[config.mk]
export PLATFORM = sky130hd
export DESIGN_NAME = dtg_timing_gate
export DESIGN_NICKNAME = d
export VERILOG_FILES = /design/src/rtl/dtg_pkg.sv /design/src/rtl/dtg_cfg_regs.sv /design/src/rtl/dtg_counter_bank.sv /design/src/rtl/dtg_issue_ctrl.sv /design/src/rtl/dtg_timing_gate.sv
export SDC_FILE = /design/constraint.sdc
export NUM_CORES = 1
export LEC_CHECK = 0
export ABC_AREA = 1
export CORE_UTILIZATION = 60
export DETAILED_ROUTE_END_ITERATION = 10
export GPL_ROUTABILITY_DRIVEN = 1
export PLACE_DENSITY_LB_ADDON = 0.25
export SYNTH_ARGS = -nofsm -noshare
export SYNTH_HDL_FRONTEND = slang
export SYNTH_SLANG_ARGS = --single-unit
[constraint.sdc]
create_clock -name clk -period 8.2 [get_ports clk]
set_clock_uncertainty 0.05 [all_clocks]
set_input_delay 1.23 -clock clk [delete_from_list [all_inputs] [get_ports clk]]
set_output_delay 1.23 -clock clk [all_outputs]
set_load 0.1 [all_outputs]
[src/rtl/dtg_pkg.sv]
package dtg_pkg;

    localparam int N_CON  = 12;
    localparam int N_CMD  = 8;
    localparam int CMD_W  = 3;
    localparam int CFG_AW = 5;
    localparam int CFG_DW = 16;

    typedef enum logic [CMD_W-1:0] {
        CMD_NOP = 3'd0,
        CMD_RD  = 3'd1,
        CMD_WR  = 3'd2,
        CMD_ACT = 3'd3,
        CMD_PRE = 3'd4,
        CMD_REF = 3'd5,
        CMD_PWR = 3'd6,
        CMD_SLP = 3'd7
    } cmd_e;

    localparam int K_RCD = 0;
    localparam int K_RAS = 1;
    localparam int K_RC  = 2;
    localparam int K_RP  = 3;
    localparam int K_RRD = 4;
    localparam int K_CCD = 5;
    localparam int K_WTR = 6;
    localparam int K_WR  = 7;
    localparam int K_RTP = 8;
    localparam int K_RTW = 9;
    localparam int K_XP  = 10;
    localparam int K_RFC = 11;

    localparam int THR_ADDR  = 12;
    localparam int MASK_BASE = 16;

    // Constraints whose counters a command starts when it issues.
    function automatic logic [N_CON-1:0] starts_of(logic [CMD_W-1:0] c);
        logic [N_CON-1:0] s;
        s = '0;
        case (c)
            CMD_ACT: begin s[K_RCD] = 1'b1; s[K_RAS] = 1'b1; s[K_RC] = 1'b1; s[K_RRD] = 1'b1; end
            CMD_PRE: s[K_RP] = 1'b1;
            CMD_RD:  begin s[K_CCD] = 1'b1; s[K_RTP] = 1'b1; s[K_RTW] = 1'b1; end
            CMD_WR:  begin s[K_CCD] = 1'b1; s[K_WTR] = 1'b1; s[K_WR] = 1'b1; end
            CMD_REF: s[K_RFC] = 1'b1;
            CMD_PWR: s[K_XP] = 1'b1;
            default: s = '0;
        endcase
        return s;
    endfunction

    // Boot value of the per-command wait mask.
    function automatic logic [N_CON-1:0] mask_boot(int c);
        logic [N_CON-1:0] m;
        m = '0;
        case (c)
            1: begin m[K_RCD] = 1'b1; m[K_CCD] = 1'b1; m[K_WTR] = 1'b1; m[K_XP] = 1'b1; end
            2: begin m[K_RCD] = 1'b1; m[K_CCD] = 1'b1; m[K_RTW] = 1'b1; m[K_XP] = 1'b1; end
            3: begin m[K_RP] = 1'b1; m[K_RC] = 1'b1; m[K_RRD] = 1'b1; m[K_RFC] = 1'b1; m[K_XP] = 1'b1; end
            4: begin m[K_RAS] = 1'b1; m[K_WR] = 1'b1; m[K_RTP] = 1'b1; m[K_XP] = 1'b1; end
            5: begin m[K_RP] = 1'b1; m[K_RC] = 1'b1; m[K_RFC] = 1'b1; m[K_XP] = 1'b1; end
            default: m = '0;
        endcase
        return m;
    endfunction

    // Boot gap, in cycles, between the starting and the dependent command.
    function automatic int gap_boot(int k);
        case (k)
            K_RCD: return 7;
            K_RAS: return 20;
            K_RC:  return 27;
            K_RP:  return 7;
            K_RRD: return 4;
            K_CCD: return 4;
            K_WTR: return 14;
            K_WR:  return 18;
            K_RTP: return 4;
            K_RTW: return 7;
            K_XP:  return 3;
            K_RFC: return 44;
            default: return 0;
        endcase
    endfunction

endpackage

[src/rtl/dtg_cfg_regs.sv]
module dtg_cfg_regs
    import dtg_pkg::*;
#(
    parameter int TW = 6
) (
    input  logic                              clk,
    input  logic                              rst_n,
    input  logic                              cfg_we,
    input  logic [CFG_AW-1:0]                 cfg_addr,
    input  logic [CFG_DW-1:0]                 cfg_wdata,
    output logic [N_CON-1:0][TW-1:0]          gap_o,
    output logic [TW-1:0]                     thr_o,
    output logic [N_CMD-1:0][N_CON-1:0]       mask_o
);

    typedef struct packed {
        logic [N_CON-1:0][TW-1:0]    gap;
        logic [TW-1:0]               thr;
        logic [N_CMD-1:0][N_CON-1:0] mask;
    } cfg_s;

    cfg_s cfg_d, cfg_q;

    always_comb begin
        cfg_d = cfg_q;
        if (cfg_we) begin
            for (int k = 0; k < N_CON; k++) begin
                if (cfg_addr == CFG_AW'(k)) cfg_d.gap[k] = cfg_wdata[TW-1:0];
            end
            if (cfg_addr == CFG_AW'(THR_ADDR)) cfg_d.thr = cfg_wdata[TW-1:0];
            for (int c = 0; c < N_CMD; c++) begin
                if (cfg_addr == CFG_AW'(MASK_BASE + c)) cfg_d.mask[c] = cfg_wdata[N_CON-1:0];
            end
        end
    end

    always_ff @(posedge clk) begin
        if (!rst_n) begin
            for (int k = 0; k < N_CON; k++) cfg_q.gap[k] <= TW'(gap_boot(k));
            cfg_q.thr <= TW'(1);
            for (int c = 0; c < N_CMD; c++) cfg_q.mask[c] <= mask_boot(c);
        end else begin
            cfg_q <= cfg_d;
        end
    end

    assign gap_o  = cfg_q.gap;
    assign thr_o  = cfg_q.thr;
    assign mask_o = cfg_q.mask;

endmodule

[src/rtl/dtg_counter_bank.sv]
module dtg_counter_bank
    import dtg_pkg::*;
#(
    parameter int TW = 6
) (
    input  logic                     clk,
    input  logic                     rst_n,
    input  logic [N_CON-1:0][TW-1:0] gap_i,
    input  logic [N_CON-1:0]         load_i,
    output logic [N_CON-1:0][TW-1:0] cnt_o,
    output logic [N_CON-1:0]         zero_o
);

    typedef struct packed {
        logic [N_CON-1:0][TW-1:0] cnt;
    } bank_s;

    bank_s bank_d, bank_q;

    always_comb begin
        logic [TW-1:0] dec;
        logic [TW-1:0] tgt;
        bank_d = bank_q;
        for (int k = 0; k < N_CON; k++) begin
            dec = (bank_q.cnt[k] == '0) ? '0 : bank_q.cnt[k] - TW'(1);
            tgt = (gap_i[k] == '0) ? '0 : gap_i[k] - TW'(1);
            bank_d.cnt[k] = (load_i[k] && (tgt > dec)) ? tgt : dec;
        end
    end

    always_ff @(posedge clk) begin
        if (!rst_n) bank_q <= '0;
        else        bank_q <= bank_d;
    end

    for (genvar k = 0; k < N_CON; k++) begin : g_zero
        assign zero_o[k] = (bank_q.cnt[k] == '0);
    end

    assign cnt_o = bank_q.cnt;

endmodule

[src/rtl/dtg_issue_ctrl.sv]
module dtg_issue_ctrl
    import dtg_pkg::*;
#(
    parameter int TW     = 6,
    parameter int ADDR_W = 16
) (
    input  logic                        clk,
    input  logic                        rst_n,
    input  logic                        head_valid,
    input  logic [CMD_W-1:0]            head_cmd,
    input  logic [ADDR_W-1:0]           head_arg,
    input  logic [N_CON-1:0]            zero_i,
    input  logic [N_CON-1:0][TW-1:0]    cnt_i,
    input  logic [N_CMD-1:0][N_CON-1:0] mask_i,
    input  logic [TW-1:0]               thr_i,
    output logic                        head_pop,
    output logic [N_CON-1:0]            load_o,
    output logic                        sleep_busy,
    output logic [CMD_W-1:0]            bus_cmd,
    output logic [ADDR_W-1:0]           bus_addr,
    output logic                        ready_soon
);

    localparam int SW = (ADDR_W > TW) ? ADDR_W : TW;

    typedef struct packed {
        logic [ADDR_W-1:0] sleep;
        logic [CMD_W-1:0]  cmd;
        logic [ADDR_W-1:0] addr;
    } ctl_s;

    ctl_s ctl_d, ctl_q;

    logic [N_CON-1:0] sel_mask;
    logic             all_clear;
    logic             is_slp;
    logic             issue;
    logic             take_slp;
    logic             near;

    always_comb begin
        sel_mask   = mask_i[head_cmd];
        all_clear  = &(zero_i | ~sel_mask);
        is_slp     = (head_cmd == CMD_SLP);
        sleep_busy = (ctl_q.sleep != '0);
        issue      = head_valid && !sleep_busy && !is_slp && all_clear;
        take_slp   = head_valid && !sleep_busy && is_slp;
        head_pop   = issue || take_slp;
        load_o     = issue ? starts_of(head_cmd) : '0;

        near = (SW'(ctl_q.sleep) < SW'(thr_i));
        for (int k = 0; k < N_CON; k++) begin
            if (sel_mask[k] && (cnt_i[k] >= thr_i)) near = 1'b0;
        end
        ready_soon = head_valid && !is_slp && near;

        ctl_d = ctl_q;
        if (take_slp)        ctl_d.sleep = head_arg;
        else if (sleep_busy) ctl_d.sleep = ctl_q.sleep - ADDR_W'(1);
        ctl_d.cmd  = issue ? head_cmd : CMD_NOP;
        ctl_d.addr = issue ? head_arg : '0;
    end

    always_ff @(posedge clk) begin
        if (!rst_n) begin
            ctl_q.sleep <= '0;
            ctl_q.cmd   <= CMD_NOP;
            ctl_q.addr  <= '0;
        end else begin
            ctl_q <= ctl_d;
        end
    end

    assign bus_cmd  = ctl_q.cmd;
    assign bus_addr = ctl_q.addr;

endmodule

[src/rtl/dtg_timing_gate.sv]
module dtg_timing_gate
    import dtg_pkg::*;
#(
    parameter int TW     = 6,
    parameter int ADDR_W = 16
) (
    input  logic              clk,
    input  logic              rst_n,
    input  logic              cfg_we,
    input  logic [4:0]        cfg_addr,
    input  logic [15:0]       cfg_wdata,
    input  logic              head_valid,
    input  logic [2:0]        head_cmd,
    input  logic [ADDR_W-1:0] head_arg,
    output logic              head_pop,
    output logic [2:0]        bus_cmd,
    output logic [ADDR_W-1:0] bus_addr,
    output logic              ready_soon
);

    logic [N_CON-1:0][TW-1:0]    gap_tbl;
    logic [TW-1:0]               thr;
    logic [N_CMD-1:0][N_CON-1:0] mask_tbl;
    logic [N_CON-1:0][TW-1:0]    cnt;
    logic [N_CON-1:0]            cnt_zero;
    logic [N_CON-1:0]            load_vec;
    logic                        sleep_busy;

    dtg_cfg_regs #(.TW(TW)) u_cfg (
        .clk       (clk),
        .rst_n     (rst_n),
        .cfg_we    (cfg_we),
        .cfg_addr  (cfg_addr),
        .cfg_wdata (cfg_wdata),
        .gap_o     (gap_tbl),
        .thr_o     (thr),
        .mask_o    (mask_tbl)
    );

    dtg_counter_bank #(.TW(TW)) u_cnt (
        .clk    (clk),
        .rst_n  (rst_n),
        .gap_i  (gap_tbl),
        .load_i (load_vec),
        .cnt_o  (cnt),
        .zero_o (cnt_zero)
    );

    dtg_issue_ctrl #(.TW(TW), .ADDR_W(ADDR_W)) u_ctl (
        .clk        (clk),
        .rst_n      (rst_n),
        .head_valid (head_valid),
        .head_cmd   (head_cmd),
        .head_arg   (head_arg),
        .zero_i     (cnt_zero),
        .cnt_i      (cnt),
        .mask_i     (mask_tbl),
        .thr_i      (thr),
        .head_pop   (head_pop),
        .load_o     (load_vec),
        .sleep_busy (sleep_busy),
        .bus_cmd    (bus_cmd),
        .bus_addr   (bus_addr),
        .ready_soon (ready_soon)
    );

endmodule

==> results.yml, run 1 <==
clocking:
  root_buffer: "sky130_fd_sc_hd__clkbuf_16"
  cts.sink_count: 281
  cts-resized-gates: 0
  htreeDepth: 1
  numCtsBuffers: 31
  clk_pin_slew_ps: 60
  cts_tree: "yes"
  cts.path.max_buffers: 3
  ctsHoldBuffers: 0
  worst_skew_pair.late_latency_ps: 580
  postCtsSetupRepairBufs: 0
worst_setup_path:
  critPathKind: "in -> out"
  timing.critical_path.depth: 9
  slowest_stage: "sky130_fd_sc_hd__clkdlybuf4s50_1"
  timing.critical_path.fanout_max: 16
  largest_stage_delay_on_the_critical_path_ps: 1210
  crit_required_ps: 6920
  end_kind: "output port"
  critical_path.cell_chain: "clkdlybuf4s50_1 > inv_1 > nor2_1 > a2111oi_0 > nand2_1 > nor2_1 > nand3_1 > nor3_1 > clkdlybuf4s50_1"
  cp_data_arrival_time_ps: 5330
  cp_num_buf_inv: 3
  setup.worst_path.start_class: "input port"
  timing.reg2reg.worst_path_depth: 14
  worst_path_dominant_cell_family: "buffers and inverters"
logic_synthesis:
  yosys.cell_count.top_type: "sky130_fd_sc_hd__nand2_1"
  synthesis.area_per_instance_um2: 6.73
  ys_types: 46
  async_flop_share_pct: 0
  syn-instance-count: 2664
  ys_warn_count: 0
  ys_seq_elements: 281
  portion_of_the_post_synthesis_area_used_by_sequential_elements_pct: 31.4
  yosys-top-cells-count: "sky130_fd_sc_hd__nand2_1, sky130_fd_sc_hd__inv_1, sky130_fd_sc_hd__nor2_1"
  library_cell_with_the_largest_summed_area_after_synthesis: "sky130_fd_sc_hd__dfxtp_1"
  syn_nets: 2895
  post_synth_main_area_contributors: "sky130_fd_sc_hd__dfxtp_1, sky130_fd_sc_hd__ha_1, sky130_fd_sc_hd__nand2_1, sky130_fd_sc_hd__inv_1, sky130_fd_sc_hd__a21oi_1"
  yosysTopAreaCellShare_pct: 31.4
  synthesis.area_mm2: 0.0179
  synthFlopType: "sky130_fd_sc_hd__dfxtp_1"
  synth_enable_flop_cells: 0
global_routing:
  grt_max_degree: 91
  grt_antenna_before_repair: 0
  via_count_of_the_first_global_routing_pass: 16380
  globalRoute.totalOverflow: 0
  track_usage_pct: 32.0
  grt_pass1_wl_um: 79100
routing:
  route.detailed.vias_per_inst: 5.65
  routed_wire_length_per_instance_um: 16.0
  routed-via-count: 17289
  detail_route.first_pass.iterations: 6
  remaining_drc_errors: 0
  drt-total-wl_um: 49100
  drt_iter0_drc: 1587
  antenna_left: 0
final_layout:
  antenna_cells: 0
  stdcell_area_mm2: 0.0196
  nets: 2883
  fraction_of_layout_instances_using_a_drive_strength_above_1_pct: 4.11
  layout-area-overhead-vs-synth_pct: 9.47
  num-fill-cells: 2541
sta:
  slew_violations: 0
  setup_viol_count_final: 0
  timing.hold.ws_ps: 402
  rsz0062_at_grt: "no"
  max_slew_margin_pct: 13.4
  period_needed_ps: 6610
  final_hold_viol_count: 0
  setup-tns-final_ps: 0
  fin_crit_sh_pct: 80.6
  max_freq_ghz: 0.151
  tightest_slew_ps: 1290
worst_hold_path:
  worst_hold_path_type: "reg -> reg"
  hold_path_depth: 2
floorplan:
  die_h_um: 175
  placementRows: 62
  width_of_the_die_um: 175
  coreArea_mm2: 0.0290
  num_io_pins: 65
  starting_density_pct: 61.8
  design.die.area_mm2: 0.0306
pwr:
  report.power.total_mw: 6.32
  cellPowerDensity_mw_per_mm2: 322
  leakage_nw: 9.56
  vdd_ir_drop_max_v: 0.000162
outcome:
  outcome: "finished clean"
place:
  routabilityCongestion: 0.970
  buffer_ports.inserted: 60
  placed_cell_area_mm2: 0.0185
  place.detailed.hpwl_um: 34600
flow_run:
  cap_violations: 0
-- report_power, final --
group          internal, mW  total [mW]  switching [mW]
sequential             1.56        1.71           0.153
clock                 0.905        1.49           0.585
combinational          1.15        3.12            1.96
-- logic make-up after synthesis --
kind of cell	share of synthesized area, %
flops	31.4
buf+inv	11.9
fa+ha+maj	13.1
simple gates	24.7
compound gates	17.5
xor+xnor	1.47
-- final timing paths --
path / startpoint / slack, ps / endpoint
hold reg to reg: u_cfg.mask_o[9]$_SDFFE_PN0P_ / 400 / u_cfg.mask_o[9]$_SDFFE_PN0P_
setup / recovery: head_cmd[2] / 1590 / ready_soon
hold / removal: u_cfg.mask_o[9]$_SDFFE_PN0P_ / 400 / u_cfg.mask_o[9]$_SDFFE_PN0P_
setup reg to reg: u_ctl.ctl_q[19]$_SDFFE_PN0P_ / 4910 / u_cnt.cnt_o[61]$_SDFF_PN0_
-- cell usage in the layout (no fill, tap or decap), types with 4 or more instances in the layout --
master                            netlist  layout
sky130_fd_sc_hd__nand2_1              516     516
sky130_fd_sc_hd__inv_1                397     397
sky130_fd_sc_hd__nor2_1               308     308
sky130_fd_sc_hd__dfxtp_1              281     281
sky130_fd_sc_hd__a21oi_1              243     243
sky130_fd_sc_hd__o21ai_0              221     221
sky130_fd_sc_hd__ha_1                 187     187
sky130_fd_sc_hd__nand3_1              135     135
sky130_fd_sc_hd__clkdlybuf4s50_1        0      58
sky130_fd_sc_hd__o211ai_1              35      35
sky130_fd_sc_hd__nor3_1                34      33
sky130_fd_sc_hd__nand4_1               32      32
sky130_fd_sc_hd__clkbuf_16              0      31
sky130_fd_sc_hd__xor2_1                29      29
sky130_fd_sc_hd__or2_2                 21      21
sky130_fd_sc_hd__o21ai_1               18      18
sky130_fd_sc_hd__buf_4                 21      17
sky130_fd_sc_hd__o2111ai_1             13      13
sky130_fd_sc_hd__a31oi_1                9       9
sky130_fd_sc_hd__clkinv_2               0       7
sky130_fd_sc_hd__o221ai_1               6       6
sky130_fd_sc_hd__o21bai_1               6       6
sky130_fd_sc_hd__clkbuf_8               0       6
sky130_fd_sc_hd__a32oi_1                5       5
sky130_fd_sc_hd__bufinv_16              0       5
sky130_fd_sc_hd__nor4_1                 4       4
sky130_fd_sc_hd__and3_1                 4       4
sky130_fd_sc_hd__a211oi_1               4       4
sky130_fd_sc_hd__clkinvlp_4             0       4
-- flip-flops by register name, summed over array words and instances (netlist names) --
| signal | cells |
|---|---|
| u_cfg.gap_o | 72 |
| u_cfg.mask_o | 96 |
| u_ctl.bus_addr | 16 |
| u_ctl.bus_cmd | 3 |
| u_cnt.cnt_o | 72 |
| u_cfg.thr_o | 6 |
| u_ctl.ctl_q | 16 |
-- tightest hold or removal path: cells and delay by family, from the launching register on --
kind	cells	cell delay, ps
buffers and inverters	1	50
DFF	1	290
AOI/OAI and AO/OA	1	60
-- routing by layer --
| metal | part of all wire [%] | global-route usage [%] |
|---|---|---|
| met5 | 0 | 0 |
| met4 | 5.2 | 16.5 |
| met3 | 7.9 | 4.81 |
| met2 | 45 | 53.2 |
| met1 | 42 | 40.2 |
-- final cells by class --
class                           count  area, um^2  area share [%]
Clock inverter                     18         233            1.19
Multi-Input combinational cell   1858       10200            51.9
Inverter                          403        1510            7.71
Sequential cell                   281        5630            28.7
Timing Repair Buffer               77         724            3.69
Clock buffer                       40         870            4.43
Tap cell                          384         480            2.45
-- metrics by stage --
step,utilization (%),cells,setup WS [ps]
floorplan,-,2664,2640
global placement,63.8,3003,1700
detailed placement,63.8,3003,1660
CTS,67.6,3061,1670
global route,67.6,3061,1340
finish,67.6,3061,1590
(Power assumes the default switching activity.)
==> run 2: changes to the inputs <==
CORE_UTILIZATION = 56   (was 60)
clock period = 5.4 ns   (was 8.2 ns; I/O delays follow)
==> run 2 against run 1 <==
  * Non-clock buffer count is 5 higher
  * Final area fell by 0.25%
  * Combinational power rose by 51%
  * Critical path depth increased by 1
  * First-iteration DRC count decreased by 9.3%
  * Sequential cell count is the same
  * Via count shrank 0.82%
  * Clock-buffer cell count increased by 3
  * Total power up 48%
  * Routed wire length about the same
==> results.yml, run 2 (synthesis gave the netlist of run 1 again) <==
outcome:
  outcome: "finished clean"
routing:
  routed_wire_length_per_instance_um: 15.9
  routed-via-count: 17147
  drt_iter0_drc: 1440
  route.detailed.vias_per_inst: 5.57
  drt-total-wl_um: 49000
  detail_route.first_pass.iterations: 5
  remaining_drc_errors: 0
  antenna_left: 0
floorplan:
  design.die.area_mm2: 0.0327
  placementRows: 65
  coreArea_mm2: 0.0316
  starting_density_pct: 56.8
  num_io_pins: 65
  die_h_um: 181
  width_of_the_die_um: 181
worst_setup_path:
  end_kind: "output port"
  reg2reg_to: "u_cnt.cnt_o[27]$_SDFF_PN0_"
  timing.critical_path.fanout_max: 13
  worst_path_dominant_cell_family: "buffers and inverters"
  timing.critical_path.depth: 10
  cpMostUsedCell: "sky130_fd_sc_hd__inv_1"
  cp_data_arrival_time_ps: 3670
  critical_path.cell_chain: "inv_1 > ha_1 > inv_1 > nor2_1 > o211ai_1 > o2111ai_1 > nand3_1 > nand4_1 > nor3_1 > buf_12"
  slowest_stage: "sky130_fd_sc_hd__inv_1"
  largest_stage_delay_on_the_critical_path_ps: 700
  crit_required_ps: 4540
  cp_num_buf_inv: 3
  regToRegStartpoint: "u_ctl.ctl_q[19]$_SDFFE_PN0P_"
  setup.reg_to_reg.worst_slack_ps: 1940
  critPathKind: "reg -> out"
  setup.worst_path.start_class: "flop"
  timing.reg2reg.worst_path_depth: 13
worst_hold_path:
  hold_path.startpoint: "u_cfg.mask_o[8]$_SDFFE_PN0P_"
  worst_hold_path.endpoint: "u_cfg.mask_o[8]$_SDFFE_PN0P_"
  hold_path_depth: 2
  worst_hold_path_type: "reg -> reg"
sta:
  tightest_slew_ps: 1120
  period_needed_ps: 4530
  final_hold_viol_count: 0
  timing.hold.ws_ps: 398
  rsz0062_at_grt: "no"
  setup-tns-final_ps: 0
  fin_crit_sh_pct: 84.0
  max_slew_margin_pct: 24.4
  slew_violations: 0
  max_freq_ghz: 0.221
  setup_viol_count_final: 0
global_routing:
  grt_antenna_before_repair: 0
  global_route.usage.met1_pct: 37.5
  track_usage_pct: 29.8
  grt.met3_usage_pct: 4.64
  gr_met2_demand_resource_pct: 50.2
  globalRoute.totalOverflow: 0
  via_count_of_the_first_global_routing_pass: 16194
  grt_max_degree: 126
  top_usage_layer: "met2"
  grt_pass1_wl_um: 79700
final_layout:
  layout.cells.most_common_list: "sky130_fd_sc_hd__nand2_1, sky130_fd_sc_hd__inv_1, sky130_fd_sc_hd__nor2_1"
  largest_reg_flops: 96
  multi_input_area_mm2: 0.0102
  num-fill-cells: 2910
  nets: 2888
  fraction_of_layout_instances_using_a_drive_strength_above_1_pct: 4.14
  antenna_cells: 0
  layout.area.seq_mm2: 0.00563
  layout.cells.most_common: "sky130_fd_sc_hd__nand2_1"
  layout-area-overhead-vs-synth_pct: 9.20
clocking:
  root_buffer: "sky130_fd_sc_hd__clkbuf_16"
  numCtsBuffers: 31
  clk_pin_slew_ps: 60
  postCtsSetupRepairBufs: 0
  ctsHoldBuffers: 0
  htreeDepth: 1
  cts_tree: "yes"
  worst_skew_pair.late_latency_ps: 580
  cts.path.max_buffers: 3
  cts.sink_count: 281
  cts-resized-gates: 0
place:
  place.detailed.hpwl_um: 34900
  routabilityCongestion: 0.921
  buffer_ports.inserted: 60
pwr:
  vdd_ir_drop_max_v: 0.000257
  leakage_nw: 9.55
  cellPowerDensity_mw_per_mm2: 478
flow_run:
  cap_violations: 0
[run 2: cell types whose count changed in the layout (fill, tap and decap cells not counted)]
cell                              previous run  this run
sky130_fd_sc_hd__clkbuf_1                    3         6
sky130_fd_sc_hd__clkinv_4                    0         1
sky130_fd_sc_hd__clkdlybuf4s50_1            58        56
sky130_fd_sc_hd__inv_6                       2         1
sky130_fd_sc_hd__clkinvlp_4                  4         0
sky130_fd_sc_hd__clkinv_2                    7         9
sky130_fd_sc_hd__buf_4                      17        22
sky130_fd_sc_hd__buf_12                      0         2
sky130_fd_sc_hd__bufinv_16                   5         1
[run 2: final cells by class]
cell class / count / share of cell area, %
Clock buffer: 43 / 4.50
Multi-Input combinational cell: 1858 / 52.0
Sequential cell: 281 / 28.7
Timing Repair Buffer: 82 / 4.00
Inverter: 403 / 7.73
Clock inverter: 12 / 0.473
Tap cell: 402 / 2.57
[run 2: worst max path at each step]
stage	end	start	slack [ps]
after floorplan	ready_soon	head_cmd[0]	680
after global placement	ready_soon	head_cmd[1]	1010
after detailed placement	ready_soon	head_cmd[1]	960
after CTS	ready_soon	u_cfg.thr_o[1]$_SDFFE_PN0P_	920
after global routing	head_pop	head_cmd[1]	780
final	ready_soon	u_cfg.thr_o[1]$_SDFFE_PN0P_	870
[run 2: report_power, final]
group / total, mW / switching [mW] / leakage [nW] / internal (mW)
Combinational: 4.70 / 2.95 / 6.77 / 1.75
Clock: 2.05 / 0.869 / 0.490 / 1.18
Sequential: 2.60 / 0.236 / 2.28 / 2.37
Total: 9.35 / 4.05 / 9.55 / 5.29
[run 2: metrics by stage]
| step | area [um^2] | total power [mW] | util (%) | setup WS, ps | instances |
|---|---|---|---|---|---|
| CTS | 19600 | 9.31 | 62.0 | 918 | 3081 |
| global placement | 18600 | 7.01 | 58.9 | 1010 | 3026 |
| finish | 19600 | 9.35 | 62.0 | 866 | 3081 |
| floorplan | 17900 | 6.13 | - | 683 | 2664 |
| detailed placement | 18600 | 7.26 | 58.9 | 964 | 3026 |
| global route | 19600 | 10.2 | 62.0 | 778 | 3081 |
[run 2: metal layers]
layer	vias up	wire [um]
li1	8638	-
met1	7842	21500
met2	524	22100
met3	143	3190
met4	0	2230
met5	-	0
[run 2: worst reg2reg max path: cells and delay by family (launching register included)]
| kind | cells | cell delay, ps |
|---|---|---|
| AND/OR/NAND/NOR | 10 | 2320 |
| AO/OA/AOI/OAI | 1 | 330 |
| flip-flops | 1 | 300 |
| adder cells (fa/ha/maj) | 1 | 210 |
| buffers and inverters | 1 | 130 |
